--- config.mk ---
export PLATFORM = sky130hd
export DESIGN_NAME = rt_legal_status
export DESIGN_NICKNAME = d
export VERILOG_FILES = /design/src/rtl/rtls_pkg.sv /design/src/rtl/rtls_regbank.sv /design/src/rtl/rtls_decode.sv /design/src/rtl/rtls_status.sv /design/src/rtl/rt_legal_status.sv
export SDC_FILE = /design/constraint.sdc
export NUM_CORES = 1
export LEC_CHECK = 0
export BUFFER_PORTS_ARGS = -buffer_cell sky130_fd_sc_hd__buf_4
export CAP_MARGIN = 20
export CORE_MARGIN = 2
export CORE_UTILIZATION = 62
export CTS_CLUSTER_DIAMETER = 120
export DETAILED_ROUTE_END_ITERATION = 10
export GPL_TIMING_DRIVEN = 0
export PLACE_DENSITY = 0.82
export SLEW_MARGIN = 20
export SYNTH_ARGS = -nofsm -noshare
export SYNTH_HDL_FRONTEND = slang
export SYNTH_SLANG_ARGS = --single-unit
export TNS_END_PERCENT = 50
--- constraint.sdc ---
create_clock -name clk -period 2.6 [get_ports clk]
set_input_delay 0.26 -clock clk [delete_from_list [all_inputs] [get_ports clk]]
set_output_delay 0.26 -clock clk [all_outputs]
set_load 0.05 [all_outputs]
--- src/rtl/rtls_pkg.sv ---
package rtls_pkg;
    localparam int WORD_W    = 16;
    localparam int FIELD_W   = 5;
    localparam int RA_W      = 5;
    localparam int HA_W      = 5;
    localparam int LEG_IDX_W = 3 + FIELD_W;
    localparam int LEG_BITS  = 2 ** LEG_IDX_W;
    localparam int LEG_REGS  = LEG_BITS / WORD_W;
    localparam int BIT_SEL_W = $clog2(WORD_W);
    localparam int REG_SEL_W = $clog2(LEG_REGS);

    localparam logic [HA_W-1:0]    HA_LEG_END = HA_W'(LEG_REGS);
    localparam logic [HA_W-1:0]    HA_STATUS  = HA_W'(16);
    localparam logic [HA_W-1:0]    HA_CONFIG  = HA_W'(17);
    localparam logic [RA_W-1:0]    BCAST_ADDR = '1;
    localparam logic [FIELD_W-1:0] SA_MODE_LO = '0;
    localparam logic [FIELD_W-1:0] SA_MODE_HI = '1;
    localparam logic [FIELD_W-1:0] MC_TX_STAT = FIELD_W'(2);
    localparam logic [FIELD_W-1:0] MC_TX_LAST = FIELD_W'(18);
    localparam logic [WORD_W-1:0]  HOST_STAT_MASK = 16'h03EF;
    localparam int ME_BIT  = 10;
    localparam int BCR_BIT = 4;

    typedef struct packed {
        logic [RA_W-1:0]    rt;
        logic               tr;
        logic [FIELD_W-1:0] sa;
        logic [FIELD_W-1:0] wc;
    } cmd_t;

    typedef logic [LEG_REGS-1:0][WORD_W-1:0] leg_bank_t;
endpackage

--- src/rtl/rtls_regbank.sv ---
module rtls_regbank
    import rtls_pkg::*;
(
    input  logic               clk,
    input  logic               rst_n,
    input  logic               host_we,
    input  logic [HA_W-1:0]    host_addr,
    input  logic [WORD_W-1:0]  host_wdata,
    input  logic               clear_req,
    output leg_bank_t          leg,
    output logic [RA_W-1:0]    rt_addr,
    output logic               rt_par,
    output logic               bcast_en,
    output logic               ice,
    output logic [WORD_W-1:0]  hstat,
    output logic [WORD_W-1:0]  rdata
);
    typedef struct packed {
        leg_bank_t         leg;
        logic [WORD_W-1:0] hstat;
        logic              ice;
        logic [RA_W-1:0]   rt;
        logic              par;
        logic              ben;
    } bank_t;

    bank_t bank_d, bank_q;
    logic  leg_hit;

    assign leg_hit = host_addr < HA_LEG_END;

    always_comb begin
        bank_d = bank_q;
        if (clear_req) begin
            bank_d.hstat = '0;
        end
        if (host_we) begin
            if (leg_hit) begin
                bank_d.leg[host_addr[REG_SEL_W-1:0]] = host_wdata;
            end else if (host_addr == HA_STATUS) begin
                bank_d.ice   = host_wdata[WORD_W-1];
                bank_d.hstat = host_wdata & HOST_STAT_MASK;
            end else if (host_addr == HA_CONFIG) begin
                bank_d.rt  = host_wdata[WORD_W-1 -: RA_W];
                bank_d.par = host_wdata[WORD_W-1-RA_W];
                bank_d.ben = host_wdata[0];
            end
        end
    end

    always_ff @(posedge clk or negedge rst_n) begin
        if (!rst_n) begin
            bank_q     <= '0;
            bank_q.par <= 1'b1;
            bank_q.ben <= 1'b1;
        end else begin
            bank_q <= bank_d;
        end
    end

    always_comb begin
        rdata = '0;
        if (leg_hit) begin
            rdata = bank_q.leg[host_addr[REG_SEL_W-1:0]];
        end else if (host_addr == HA_STATUS) begin
            rdata = {bank_q.ice, bank_q.hstat[WORD_W-2:0]};
        end else if (host_addr == HA_CONFIG) begin
            rdata = {bank_q.rt, bank_q.par, {(WORD_W-RA_W-2){1'b0}}, bank_q.ben};
        end
    end

    assign leg      = bank_q.leg;
    assign rt_addr  = bank_q.rt;
    assign rt_par   = bank_q.par;
    assign bcast_en = bank_q.ben;
    assign ice      = bank_q.ice;
    assign hstat    = bank_q.hstat;
endmodule

--- src/rtl/rtls_decode.sv ---
module rtls_decode
    import rtls_pkg::*;
(
    input  logic              clk,
    input  logic              rst_n,
    input  logic              cmd_valid,
    input  logic [WORD_W-1:0] cmd_word,
    input  leg_bank_t         leg,
    input  logic [RA_W-1:0]   rt_addr,
    input  logic              rt_par,
    input  logic              bcast_en,
    output logic              ev_take,
    output logic              ev_legal,
    output logic              ev_bcast,
    output logic              ev_spare,
    output logic              cfg_err,
    output logic              dec_valid,
    output logic              dec_for_us,
    output logic              dec_bcast,
    output logic              dec_legal,
    output logic              dec_respond,
    output logic              dec_data_en
);
    typedef struct packed {
        logic valid;
        logic for_us;
        logic bcast;
        logic legal;
        logic respond;
        logic data_en;
    } dec_t;

    dec_t                 dec_d, dec_q;
    cmd_t                 cmd;
    logic                 is_bcast, is_own, is_mode, illegal;
    logic [FIELD_W-1:0]   field;
    logic [LEG_IDX_W-1:0] idx;

    assign cmd = cmd_word;

    always_comb begin
        cfg_err  = ~(^{rt_addr, rt_par});
        is_bcast = bcast_en && (cmd.rt == BCAST_ADDR);
        is_own   = !cfg_err && !is_bcast && (cmd.rt == rt_addr);
        is_mode  = (cmd.sa == SA_MODE_LO) || (cmd.sa == SA_MODE_HI);
        field    = is_mode ? cmd.wc : cmd.sa;
        idx      = {is_bcast, cmd.tr, is_mode, field};
        illegal  = leg[idx[LEG_IDX_W-1:BIT_SEL_W]][idx[BIT_SEL_W-1:0]];

        ev_take  = cmd_valid && (is_own || is_bcast);
        ev_legal = !illegal;
        ev_bcast = is_bcast;
        ev_spare = is_mode && cmd.tr && !is_bcast &&
                   ((cmd.wc == MC_TX_STAT) || (cmd.wc == MC_TX_LAST));

        dec_d         = '0;
        dec_d.valid   = cmd_valid;
        dec_d.for_us  = ev_take;
        dec_d.bcast   = ev_take && is_bcast;
        dec_d.legal   = ev_take && !illegal;
        dec_d.respond = ev_take && !is_bcast;
        dec_d.data_en = ev_take && !illegal;
    end

    always_ff @(posedge clk or negedge rst_n) begin
        if (!rst_n) begin
            dec_q <= '0;
        end else begin
            dec_q <= dec_d;
        end
    end

    assign dec_valid   = dec_q.valid;
    assign dec_for_us  = dec_q.for_us;
    assign dec_bcast   = dec_q.bcast;
    assign dec_legal   = dec_q.legal;
    assign dec_respond = dec_q.respond;
    assign dec_data_en = dec_q.data_en;
endmodule

--- src/rtl/rtls_status.sv ---
module rtls_status
    import rtls_pkg::*;
(
    input  logic              clk,
    input  logic              rst_n,
    input  logic              ev_take,
    input  logic              ev_legal,
    input  logic              ev_bcast,
    input  logic              ev_spare,
    input  logic              stat_sent,
    input  logic              ice,
    input  logic [WORD_W-1:0] hstat,
    input  logic [RA_W-1:0]   rt_addr,
    output logic              clear_req,
    output logic [WORD_W-1:0] status_word
);
    typedef struct packed {
        logic me;
        logic bcr;
        logic spare;
    } st_t;

    st_t st_d, st_q;

    always_comb begin
        st_d = st_q;
        if (ev_take) begin
            st_d.spare = ev_spare && ev_legal;
            if (!(ev_spare && ev_legal)) begin
                st_d.me  = !ev_legal;
                st_d.bcr = ev_bcast && ev_legal;
            end
        end
        clear_req = stat_sent && ice && !st_q.spare;
    end

    always_ff @(posedge clk or negedge rst_n) begin
        if (!rst_n) begin
            st_q <= '0;
        end else begin
            st_q <= st_d;
        end
    end

    always_comb begin
        status_word = hstat & HOST_STAT_MASK;
        status_word[WORD_W-1 -: RA_W] = rt_addr;
        status_word[ME_BIT]  = st_q.me;
        status_word[BCR_BIT] = st_q.bcr;
    end
endmodule

--- src/rtl/rt_legal_status.sv ---
module rt_legal_status
    import rtls_pkg::*;
(
    input  logic              clk,
    input  logic              rst_n,
    input  logic              host_we,
    input  logic [HA_W-1:0]   host_addr,
    input  logic [WORD_W-1:0] host_wdata,
    output logic [WORD_W-1:0] host_rdata,
    input  logic              cmd_valid,
    input  logic [WORD_W-1:0] cmd_word,
    input  logic              stat_sent,
    output logic              dec_valid,
    output logic              dec_for_us,
    output logic              dec_bcast,
    output logic              dec_legal,
    output logic              dec_respond,
    output logic              dec_data_en,
    output logic [WORD_W-1:0] status_word,
    output logic              cfg_err
);
    leg_bank_t         leg;
    logic [RA_W-1:0]   rt_addr;
    logic              rt_par, bcast_en, ice, clear_req;
    logic [WORD_W-1:0] hstat;
    logic              ev_take, ev_legal, ev_bcast, ev_spare;

    rtls_regbank u_bank (
        .clk        (clk),
        .rst_n      (rst_n),
        .host_we    (host_we),
        .host_addr  (host_addr),
        .host_wdata (host_wdata),
        .clear_req  (clear_req),
        .leg        (leg),
        .rt_addr    (rt_addr),
        .rt_par     (rt_par),
        .bcast_en   (bcast_en),
        .ice        (ice),
        .hstat      (hstat),
        .rdata      (host_rdata)
    );

    rtls_decode u_dec (
        .clk         (clk),
        .rst_n       (rst_n),
        .cmd_valid   (cmd_valid),
        .cmd_word    (cmd_word),
        .leg         (leg),
        .rt_addr     (rt_addr),
        .rt_par      (rt_par),
        .bcast_en    (bcast_en),
        .ev_take     (ev_take),
        .ev_legal    (ev_legal),
        .ev_bcast    (ev_bcast),
        .ev_spare    (ev_spare),
        .cfg_err     (cfg_err),
        .dec_valid   (dec_valid),
        .dec_for_us  (dec_for_us),
        .dec_bcast   (dec_bcast),
        .dec_legal   (dec_legal),
        .dec_respond (dec_respond),
        .dec_data_en (dec_data_en)
    );

    rtls_status u_stat (
        .clk         (clk),
        .rst_n       (rst_n),
        .ev_take     (ev_take),
        .ev_legal    (ev_legal),
        .ev_bcast    (ev_bcast),
        .ev_spare    (ev_spare),
        .stat_sent   (stat_sent),
        .ice         (ice),
        .hstat       (hstat),
        .rt_addr     (rt_addr),
        .clear_req   (clear_req),
        .status_word (status_word)
    );
endmodule

==> results of run 1 <==
## cells in the final DEF (no fill, tap or decap), types with 13 or more instances in the layout
master / count
nor2_1: 31
dfrtp_1: 284
o22ai_1: 16
clkbuf_16: 32
buf_6: 20
or3_1: 16
nand3_1: 17
mux2i_1: 25
o221ai_1: 38
clkbuf_2: 20
mux4_2: 80
nor2b_1: 21
mux2_2: 291
a211oi_1: 22
nand2_1: 54
inv_2: 13
buf_4: 116
clkbuf_1: 47
inv_1: 13
## state kept, by name, summed over array words and instances (netlist names)
register	count
u_bank.leg	256
u_stat.st_q	1
u_dec.dec_data_en	1
u_stat.status_word	2
u_bank.hstat	15
u_dec.dec_for_us	1
u_bank.rt_par	1
u_dec.dec_bcast	1
u_dec.dec_valid	1
u_bank.rt_addr	5
u_dec.dec_respond	1
u_bank.bcast_en	1
u_bank.ice	1
## Yosys cell counts (6+ instances only)
library cell | number | area share
nor2_1 | 35 | 0.0084
or3_1 | 16 | 0.0064
o221ai_1 | 40 | 0.022
o22ai_1 | 18 | 0.0072
mux2i_1 | 25 | 0.016
mux4_2 | 80 | 0.12
xnor2_1 | 6 | 0.0034
a221oi_1 | 9 | 0.0050
o211ai_1 | 7 | 0.0034
inv_1 | 26 | 0.0062
o2111ai_1 | 7 | 0.0039
nand3_1 | 17 | 0.0054
buf_1 | 10 | 0.0024
o21ai_0 | 16 | 0.0051
clkbuf_1 | 73 | 0.018
nand4_1 | 7 | 0.0028
buf_4 | 14 | 0.0067
mux2_2 | 291 | 0.21
and3_1 | 8 | 0.0032
dfrtp_1 | 285 | 0.46
a21oi_1 | 15 | 0.0048
nand2_1 | 54 | 0.013
nor2b_1 | 21 | 0.0084
buf_2 | 13 | 0.0042
a211oi_1 | 25 | 0.012
## worst max-delay path by stage
stage / to / slack, ps / cells past startpoint
4_1_cts: host_rdata[11] / -3 / 5
5_1_grt: u_stat.status_word[10] / -160 / 11
2_1_floorplan: host_rdata[0] / -160 / 7
3_3_place_gp: u_bank.leg[222] / -1750 / 6
3_5_place_dp: u_bank.leg[54] / -1400 / 6
6_report: u_stat.status_word[10] / -170 / 12
## what timing repair did
action,in CTS,in global routing
hold buffers,4,0
pin swaps,10,9
resized for setup,78,62
endpoints found under the setup margin,146,40
buffers inserted,22,15
endpoints found under the hold margin,69,0
## power by group through the flow
stage | clock network (mW) | logic (mW) | registers, mW
final | 4.68 | 3.48 | 6.03
after global routing | 4.85 | 3.63 | 6.11
after CTS | 4.65 | 3.31 | 5.97
after detailed placement | 0 | 3.20 | 6.04
after global placement | 0 | 3.09 | 5.97
after floorplan | 0 | 2.29 | 5.86
## layer usage
metal	vias up	global-route usage	part of all wire
met5	-	0	0
met4	0	0.293	0.086
met3	365	0.162	0.16
met2	1199	0.596	0.42
met1	6258	0.528	0.34
li1	4922	-	-
## per-stage QoR
| step | power, mW | setup WS (ps) | setup TNS [ps] | area, um2 | util |
|---|---|---|---|---|---|
| 2_1_floorplan | 8.15 | -162 | -1190 | 15700 | - |
| 3_3_place_gp | 9.06 | -1750 | -553230 | 16600 | 0.666 |
| 3_5_place_dp | 9.24 | -1400 | -172890 | 16700 | 0.671 |
| 4_1_cts | 13.9 | -3.36 | -3.36 | 18300 | 0.733 |
| 5_1_grt | 14.6 | -163 | -776 | 18600 | 0.745 |
| 6_report | 14.2 | -170 | -406 | 18600 | 0.745 |
## worst max-delay path, cell delays in order
cell,delay [ps]
buf_4,110
clkbuf_1,470
nand2_1,140
buf_4,260
buf_2,250
o221ai_1,330
o22ai_1,150
o31ai_2,500
o2111a_1,290
nor4_2,60
buf_4,170
a22o_1,230
## layout make-up
| type | count | area (um2) | area share |
|---|---|---|---|
| clock buffer | 45 | 888 | 0.0478 |
| timing repair buffer | 120 | 1050 | 0.0564 |
| inverter | 28 | 110 | 0.00592 |
| clock inverter | 12 | 188 | 0.0101 |
| multi-input combinational | 772 | 8080 | 0.435 |
| tap | 330 | 413 | 0.0222 |
| buffer | 109 | 677 | 0.0364 |
| antenna | 1 | 2.50 | 0.000135 |
| sequential | 287 | 7190 | 0.386 |
## cell families after synthesis
family,share of synthesized area
simple gates,0.0599
xor+xnor,0.00561
mux,0.344
flops,0.460
compound gates,0.0903
buf+inv,0.0405
==> results.md, run 1 <==
* Final cell count without fillers at 1704
* DRT Pass-1 Iters at 6
* Clk root buf: clkbuf_16
* Clock-pin slew on the worst setup and hold paths at 70 ps
* Hold path endpoint: u_bank.leg[228]
* Post-synth EDFFs at 0
* Die Ht at 163 um
* Min-delay src: host_wdata[4]
* CTS Buf Count at 31
* Leakage at 8.16 nW
* Via Count at 12700
* Worst hold path cell count at 2
* Buffers on Ports at 74
* Final Critical Period at 2770 ps
* Clk Latency, worst-skew pair at 570 ps
* Max-Cap Viols at 0
* Comb pwr share at 0.245
* Initial antenna violation count at 1
* Share of layout cells above drive strength 1 at 0.492
* Failing checks: negative hold slack, negative setup slack
* Min-delay worst type: in2reg
* CTS tree: done
* Fill cells at 1528
* Vias in the first global route at 12700
* GRT Total Usage at 0.419
* Asr flop ratio synth at 1.00
* DP Wirelength at 35.4 mm
* Critical path class: in2reg
* RSZ-0062 raised after global routing: yes
* Synth cell types at 72
* Syn avg cell area at 13.0 um2
* Min Hold Slack at -2.86 ps
* # placed instances at 1610
* Ys flop type: dfrtp_1
* Final Max Slew Viols at 0
* Area delta synth->final at 19.1%
* Die W at 163 um
* Final setup viols at 8
* Critical Path Fanout Max at 10
* Final wirelength at 55.0 mm
* Wirelength per Cell at 32.3 um
* Register area share after synthesis at 0.460
* Pwr dens at 763 nW/um2
* Worst Slack Setup Final at -170 ps
* Mapped Cells at 1201
* Reg2reg end: u_stat.status_word[10]
* First DRT Iteration DRCs at 1867
* I/O Pins at 81
* Initial Utilization at 0.626
* # nets final at 1391
* Switching share of power at 0.301
* Clock skew at 15.6 ps
* Maximum level of the CTS H-tree at 1
* R2R setup slack at -80 ps
* Crit path launch: cmd_word[9]
* DRC Markers at 0
* Pint at 9.91 mW
* CP endpoint kind: register
* Period utilization at 1.07
* Relative slew slack at 0.196
* First-pass GRT wire length at 80.3 mm
* Worst-case clock buffer depth at 3
* Max Clock Freq at 361 MHz
* R2R depth at 11
* Clock power frac at 0.330
* FF+latch count, synth at 287
* Switch Pwr at 4.27 mW
* Crit start category: primary input
* GPL Wtd Cong at 1.01
* Yosys warns at 0
* Required @ worst endpoint at 3050 ps
* Die Area at 26500 um2
* Worst-Margin Slew at 1210 ps
* Largest net degree at the start of global routing at 84
* Vias per inst at 7.48
* Total gr overflow at 0
* Final Hold Fails at 5
* Sequential Power Share at 0.425
* Peak VDD IR at 0.657 mV
* Crit path DAT at 3220 ps
* Area of the core at 25000 um2
* Final ANT Viol Nets at 0
* Number of core rows at 58
* Status: finished, violations left
* # clock sinks at 287
* Reg2reg start: u_bank.bcast_en
* Syn nets at 1243
* Mapped Area at 15600 um2
(Power assumes the default switching activity.)
==> run 2: changes to the inputs <==
--- a/config.mk
+++ b/config.mk
@@ -8,11 +8,11 @@
 export BUFFER_PORTS_ARGS = -buffer_cell sky130_fd_sc_hd__buf_4
 export CAP_MARGIN = 20
 export CORE_MARGIN = 2
-export CORE_UTILIZATION = 62
+export CORE_UTILIZATION = 65
 export CTS_CLUSTER_DIAMETER = 120
 export DETAILED_ROUTE_END_ITERATION = 10
 export GPL_TIMING_DRIVEN = 0
-export PLACE_DENSITY = 0.82
+export PLACE_DENSITY = 0.85
 export SLEW_MARGIN = 20
 export SYNTH_ARGS = -nofsm -noshare
 export SYNTH_HDL_FRONTEND = slang
==> constraint.sdc (replaced) <==
create_clock -name clk -period 3.5 [get_ports clk]
set_input_delay 0.35 -clock clk [delete_from_list [all_inputs] [get_ports clk]]
set_output_delay 0.35 -clock clk [all_outputs]
set_load 0.05 [all_outputs]
==> run 2 against run 1 <==
- sequential cell count unchanged
- die area decreased by 4.5%
- sequential share of layout area increased by 1.6 points
- final area decreased by 4.0%
- cell count decreased by 2.2%
- the flow finishes with violations (negative setup slack)
- count of clock-buffer cells in the layout increased by 6
- worst hold slack improved by 79 ps
- combinational power decreased by 29%
- non-clock buffer count decreased by 25
==> results.md, run 2 (synthesis gave the netlist of run 1 again) <==
* Status: finished, violations left
* Failing checks: negative setup slack
* Fill cells at 1474 (-3.5%)
* Final cell count without fillers at 1666 (-2.2%)
* Sequential Power Share at 0.440 (+0.015)
* GPL Wtd Cong at 1.04 (+3.2%)
* Clk Latency, worst-skew pair at 570 ps (about the same)
* Max Clock Freq at 276 MHz
* Final setup viols at 18 (+10)
* Total gr overflow at 0 (unchanged)
* Pwr dens at 571 nW/um2 (-25%)
* Final Hold Fails at 0 (-5)
* CP endpoint kind: output port
* # nets final at 1366 (-1.8%)
* Wirelength per Cell at 33.2 um (+2.9%)
* Cell Chain, Critical Path: buf_4 -> clkbuf_1 -> clkbuf_1 -> mux4_2 -> inv_1 -> o22ai_1 -> buf_4
* Initial Utilization at 0.663 (+0.0378)
* Max-Cap Viols at 0 (unchanged)
* Maximum level of the CTS H-tree at 1 (unchanged)
* Clock power frac at 0.318 (-0.012)
* RSZ-0062 raised after global routing: no
* Area delta synth->final at 14.3%
* I/O Pins at 81 (unchanged)
* Switch Pwr at 3.16 mW (-26%)
* Die Area at 25300 um2 (-4.5%)
* Final Max Slew Viols at 0 (unchanged)
* Clk root buf: clkbuf_16
* Leakage at 7.81 nW (-4.3%)
* Number of core rows at 56 (-3.4%)
* CTS tree: done
* GRT Total Usage at 0.437 (+0.0185)
* Period utilization at 1.04
* Final ANT Viol Nets at 0 (unchanged)
* First DRT Iteration DRCs at 2084 (+12%)
* Slowest cell on crit path: clkbuf_1
* Vias in the first global route at 13000 (+2.3%)
* Clock skew at 6.04 ps (-9.56 ps)
* DP Wirelength at 35.4 mm (about the same)
* Buffers on Ports at 74 (unchanged)
* Design Power at 10.2 mW (-28%)
* Critical path class: in2out
* Critical Path Fanout Max at 10 (unchanged)
* Area of the core at 23500 um2 (-5.7%)
* Slowest Stage Delay on Critical Path at 1040 ps (+540 ps)
* CTS Buf Count at 31 (unchanged)
* Via Count at 12900 (+0.88%)
* # clock sinks at 287 (unchanged)
* Min-delay worst type: in2reg
* DRT Pass-1 Iters at 7 (+1)
* Clock-pin slew on the worst setup and hold paths at 60 ps (about the same)
* Comb pwr share at 0.242 (-0.003)
* Final Core Density at 0.758 (+0.0131)
* Worst-Margin Slew at 1350 ps (+140 ps)
* Register Area at 7180 um2 (about the same)
* # placed instances at 1600 (-0.62%)
* Largest net degree at the start of global routing at 83 (-1.2%)
* First-pass GRT wire length at 81.7 mm (+1.7%)
* Worst-case clock buffer depth at 3 (unchanged)
* Initial antenna violation count at 2 (+1)
* Max FFs per register at 256 (unchanged)
* Area of the multi-input gates at 7830 um2 (-3.1%)
* Share of layout cells above drive strength 1 at 0.424 (-0.0674)
* Final Critical Period at 3620 ps
* Crit path DAT at 3270 ps (+50 ps)
* Switching share of power at 0.310 (+0.00891)
* Required @ worst endpoint at 3150 ps (+100 ps)
* Peak VDD IR at 0.484 mV (-26%)
* Min Hold Slack at 76.3 ps (+79.1 ps)
* Worst Slack Setup Final at -123 ps (+47.8 ps)
* Relative slew slack at 0.102 (-0.0936)
* Most frequent cells in the layout: mux2_2, dfrtp_1, buf_4, mux4_2, clkbuf_1
* Final wirelength at 55.3 mm (+0.58%)
* Vias per inst at 7.72 (+3.2%)
* Die Ht at 159 um (-2.3%)
* Crit start category: primary input
* Pint at 7.02 mW (-29%)
* Die W at 159 um (-2.3%)
* DRC Markers at 0 (unchanged)
* Commonest non-fill, non-tap cell in the layout: mux2_2
run 2: power groups by stage:
stage | registers (mW) | logic [mW] | clock network, mW
global placement | 4.43 | 2.27 | 0
floorplan | 4.36 | 1.69 | 0
CTS | 4.44 | 2.41 | 3.20
detailed placement | 4.49 | 2.36 | 0
global route | 4.54 | 2.57 | 3.33
finish | 4.48 | 2.46 | 3.24
run 2: cell type report:
class	count	share of cell area
multi-input combinational	772	0.439
buffer	114	0.0306
antenna	1	0.000140
timing repair buffer	90	0.0442
sequential	287	0.403
clock inverter	4	0.00147
inverter	28	0.00589
clock buffer	51	0.0538
tap	319	0.0224
run 2: path summary, 6_finish.rpt:
kind / depth (start not counted) / to / slack [ps] / start
worst max-delay path: 7 / host_rdata[14] / -120 / host_addr[3]
worst min-delay path: 2 / u_bank.leg[114] / 80 / host_wdata[2]
worst max register to register: 9 / u_stat.status_word[10] / 10 / u_bank.bcast_en
worst min register to register: 2 / u_stat.st_q[0] / 520 / u_stat.st_q[0]
max in group asynchronous: 4 / u_bank.leg[122] / 2030 / rst_n
min in group asynchronous: 2 / u_bank.leg[198] / 310 / rst_n
run 2: through the flow:
step | worst slack [ps] | TNS, ps | cell area (um2)
after global placement | -955 | -145890 | 16600
after global routing | 20.0 | 0 | 17800
after detailed placement | -536 | -29330 | 16700
after floorplan | 237 | 0 | 15600
final | -123 | -910 | 17800
after CTS | 58.8 | 0 | 17700
run 2: repair_timing:
action | CTS | global route
setup buffers | 0 | 7
hold buffers | 2 | 0
endpoints found under the setup margin | 20 | 4
resized for setup | 8 | 4
pin swaps | 0 | 2
endpoints found under the hold margin | 64 | 0
run 2: per-layer routing:
layer / GRT usage / up-vias / routed length (um) / part of all wire
li1: - / 4868 / - / -
met2: 0.626 / 1296 / 23700 / 0.43
met3: 0.183 / 415 / 8750 / 0.16
met5: 0 / - / 15 / 0.00027
met1: 0.543 / 6275 / 18300 / 0.33
met4: 0.302 / 2 / 4630 / 0.084
run 2: worst max-delay path, delay by kind of cell:
| family | cells | cell delay [ps] |
|---|---|---|
| buffers and inverters | 5 | 2180 |
| multiplexers | 1 | 500 |
| AO/OA/AOI/OAI | 1 | 220 |
==> run 3: changes to the inputs <==
==> constraint.sdc (replaced) <==
create_clock -name clk -period 3.5 [get_ports clk]
set_input_delay 0.35 -clock clk [delete_from_list [all_inputs] [get_ports clk]]
set_output_delay 0.35 -clock clk [all_outputs]
set_load 0.01 [all_outputs]
==> run 3 against run 2 <==
- the run still ends with negative setup slack left
- highest routed layer unchanged
- non-clock buffer count did not move
- largest cell class unchanged
- sequential cell count did not move
- largest power group unchanged
- routed wire length rose by 0.25%
==> results.md, run 3 (synthesis gave the netlist of run 1 again) <==
* GRT Total Usage at 0.437 (about the same)
* Clk root buf: clkbuf_16
* Max Clock Freq at 277 MHz (+0.45%)
* Maximum level of the CTS H-tree at 1 (unchanged)
* Total gr overflow at 0 (unchanged)
* Clock power frac at 0.326 (+0.008)
* Die Area at 25300 um2 (unchanged)
* Largest net degree at the start of global routing at 83 (unchanged)
* Fill cells at 1475 (+0.068%)
* Comb pwr share at 0.223 (-0.019)
* Switching share of power at 0.294 (-0.0157)
* Number of core rows at 56 (unchanged)
* Initial antenna violation count at 2 (unchanged)
* Final Core Density at 0.758 (about the same)
* Final Max Slew Viols at 0 (unchanged)
* Period utilization at 1.03 (-0.00459)
* Min Hold Slack at 70.2 ps (-6.08 ps)
* GPL Wtd Cong at 1.04 (unchanged)
* Register Area at 7180 um2 (unchanged)
* Worst hold path cell count at 2 (unchanged)
* Share of layout cells above drive strength 1 at 0.424 (unchanged)
* Worst-case clock buffer depth at 3 (unchanged)
* # placed instances at 1600 (unchanged)
* Placement Cell Area at 16700 um2 (unchanged)
* Place WS at -536 ps (unchanged)
* Via Count at 12800 (-0.22%)
* Switch Pwr at 2.93 mW (-7.3%)
* Final setup viols at 8 (-10)
* First DRT Iteration DRCs at 2173 (+4.3%)
* Final cell count without fillers at 1665 (-0.060%)
* Final Hold Fails at 0 (unchanged)
* Buffers on Ports at 74 (unchanged)
* DRC Markers at 0 (unchanged)
* Clk Latency, worst-skew pair at 580 ps (about the same)
* Area of the multi-input gates at 7830 um2 (unchanged)
* Worst-Margin Slew at 1350 ps (+4.51 ps)
* Clock-pin slew on the worst setup and hold paths at 60 ps (about the same)
* Max-Cap Viols at 0 (unchanged)
* Final Instance Area at 17800 um2 (about the same)
* CP endpoint kind: register
* Peak VDD IR at 0.487 mV (+0.59%)
* Initial Utilization at 0.663 (unchanged)
* Final Critical Period at 3610 ps (-16.1 ps)
* Leakage at 7.81 nW (unchanged)
* Clock skew at 9.39 ps (+3.36 ps)
* Most frequent cells in the layout: mux2_2, dfrtp_1, buf_4, mux4_2, clkbuf_1
* R2R depth at 9 (unchanged)
* RSZ-0062 raised after global routing: no
* # clock sinks at 287 (unchanged)
* Critical Path Fanout Max at 10 (unchanged)
* Hold path endpoint: u_bank.leg[114]
* Die Ht at 159 um (unchanged)
* DRT Pass-1 Iters at 7 (unchanged)
* Reg2reg end: u_stat.status_word[10]
* Required @ worst endpoint at 4010 ps (+860 ps)
* Vias in the first global route at 13000 (-0.015%)
* Max FFs per register at 256 (unchanged)
* Design Power at 9.94 mW (-2.3%)
* Area delta synth->final at 14.3% (about the same)
* First-pass GRT wire length at 81.7 mm (about the same)
* Antenna cells at 0 (-1)
* Reg2reg start: u_bank.bcast_en
* Crit start category: primary input
* Worst Slack Setup Final at -107 ps (+16.1 ps)
* Final wirelength at 55.5 mm (+0.25%)
* Die W at 159 um (unchanged)
* Commonest non-fill, non-tap cell in the layout: mux2_2
* Setup TNS at -341 ps (+570 ps)
* Final ANT Viol Nets at 0 (unchanged)
* I/O Pins at 81 (unchanged)
* # nets final at 1366 (unchanged)
* Area of the core at 23500 um2 (unchanged)
* Status: finished, violations left
* Crit path DAT at 4110 ps (+840 ps)
* Vias per inst at 7.70 (-0.16%)
* Failing checks: negative setup slack
* Sequential Power Share at 0.451 (+0.011)
* CTS tree: done
* Min-delay worst type: in2reg
* DP Wirelength at 35.4 mm (unchanged)
* Wirelength per Cell at 33.3 um (+0.31%)
* R2R setup slack at 0 ps (about the same)
* Pwr dens at 557 nW/um2 (-2.3%)
* Min-delay src: host_wdata[2]
* CTS Buf Count at 31 (unchanged)
* Relative slew slack at 0.0993 (-0.00300)
* Pint at 7.02 mW (about the same)
* Critical path class: in2reg
[run 3: routing by layer]
layer | global-route usage | wire length (um)
met1 | 0.543 | 18500
met2 | 0.626 | 23700
met3 | 0.183 | 8620
met4 | 0.302 | 4660
met5 | 0 | 15
[run 3: worst max-delay path by stage]
stage | from | endpoint | slack [ps] | cells past startpoint
floorplan | host_addr[1] | host_rdata[1] | 840 | 7
global placement | host_addr[1] | u_bank.leg[222] | -950 | 6
CTS | host_addr[1] | host_rdata[14] | 40 | 8
global route | u_bank.bcast_en | u_stat.status_word[10] | 20 | 9
finish | cmd_word[9] | u_stat.status_word[10] | -110 | 9
detailed placement | host_addr[1] | u_bank.leg[55] | -540 | 6
[run 3: worst max-delay path, stage by stage]
cell	delay, ps
buf_4	100
clkinv_1	300
mux2i_2	420
clkbuf_1	440
o32ai_1	1060
o21ai_0	330
o2111a_1	380
nor4_2	470
a22o_1	250
[run 3: power groups by stage]
stage / combinational (mW) / sequential (mW) / clock (mW)
2_1_floorplan: 1.48 / 4.31 / 0
3_3_place_gp: 2.02 / 4.43 / 0
3_5_place_dp: 2.11 / 4.49 / 0
4_1_cts: 2.16 / 4.44 / 3.20
5_1_grt: 2.32 / 4.54 / 3.33
6_report: 2.22 / 4.48 / 3.24
[run 3: timing repair]
action,in CTS,in global routing
hold buffers,2,0
endpoints found under the hold margin,64,0
setup buffers,0,7
gates resized for setup,7,6
pin swaps,0,2
endpoints found under the setup margin,20,13
[run 3: area by class of cell]
| type | instances | share of cell area |
|---|---|---|
| clock buffers | 51 | 0.0539 |
| multi-input cells | 772 | 0.439 |
| repair buffers | 90 | 0.0442 |
| plain buffers | 114 | 0.0306 |
| inverters | 28 | 0.00589 |
| flip-flops and latches | 287 | 0.403 |
| well taps | 319 | 0.0224 |
| clock inverters | 4 | 0.00147 |
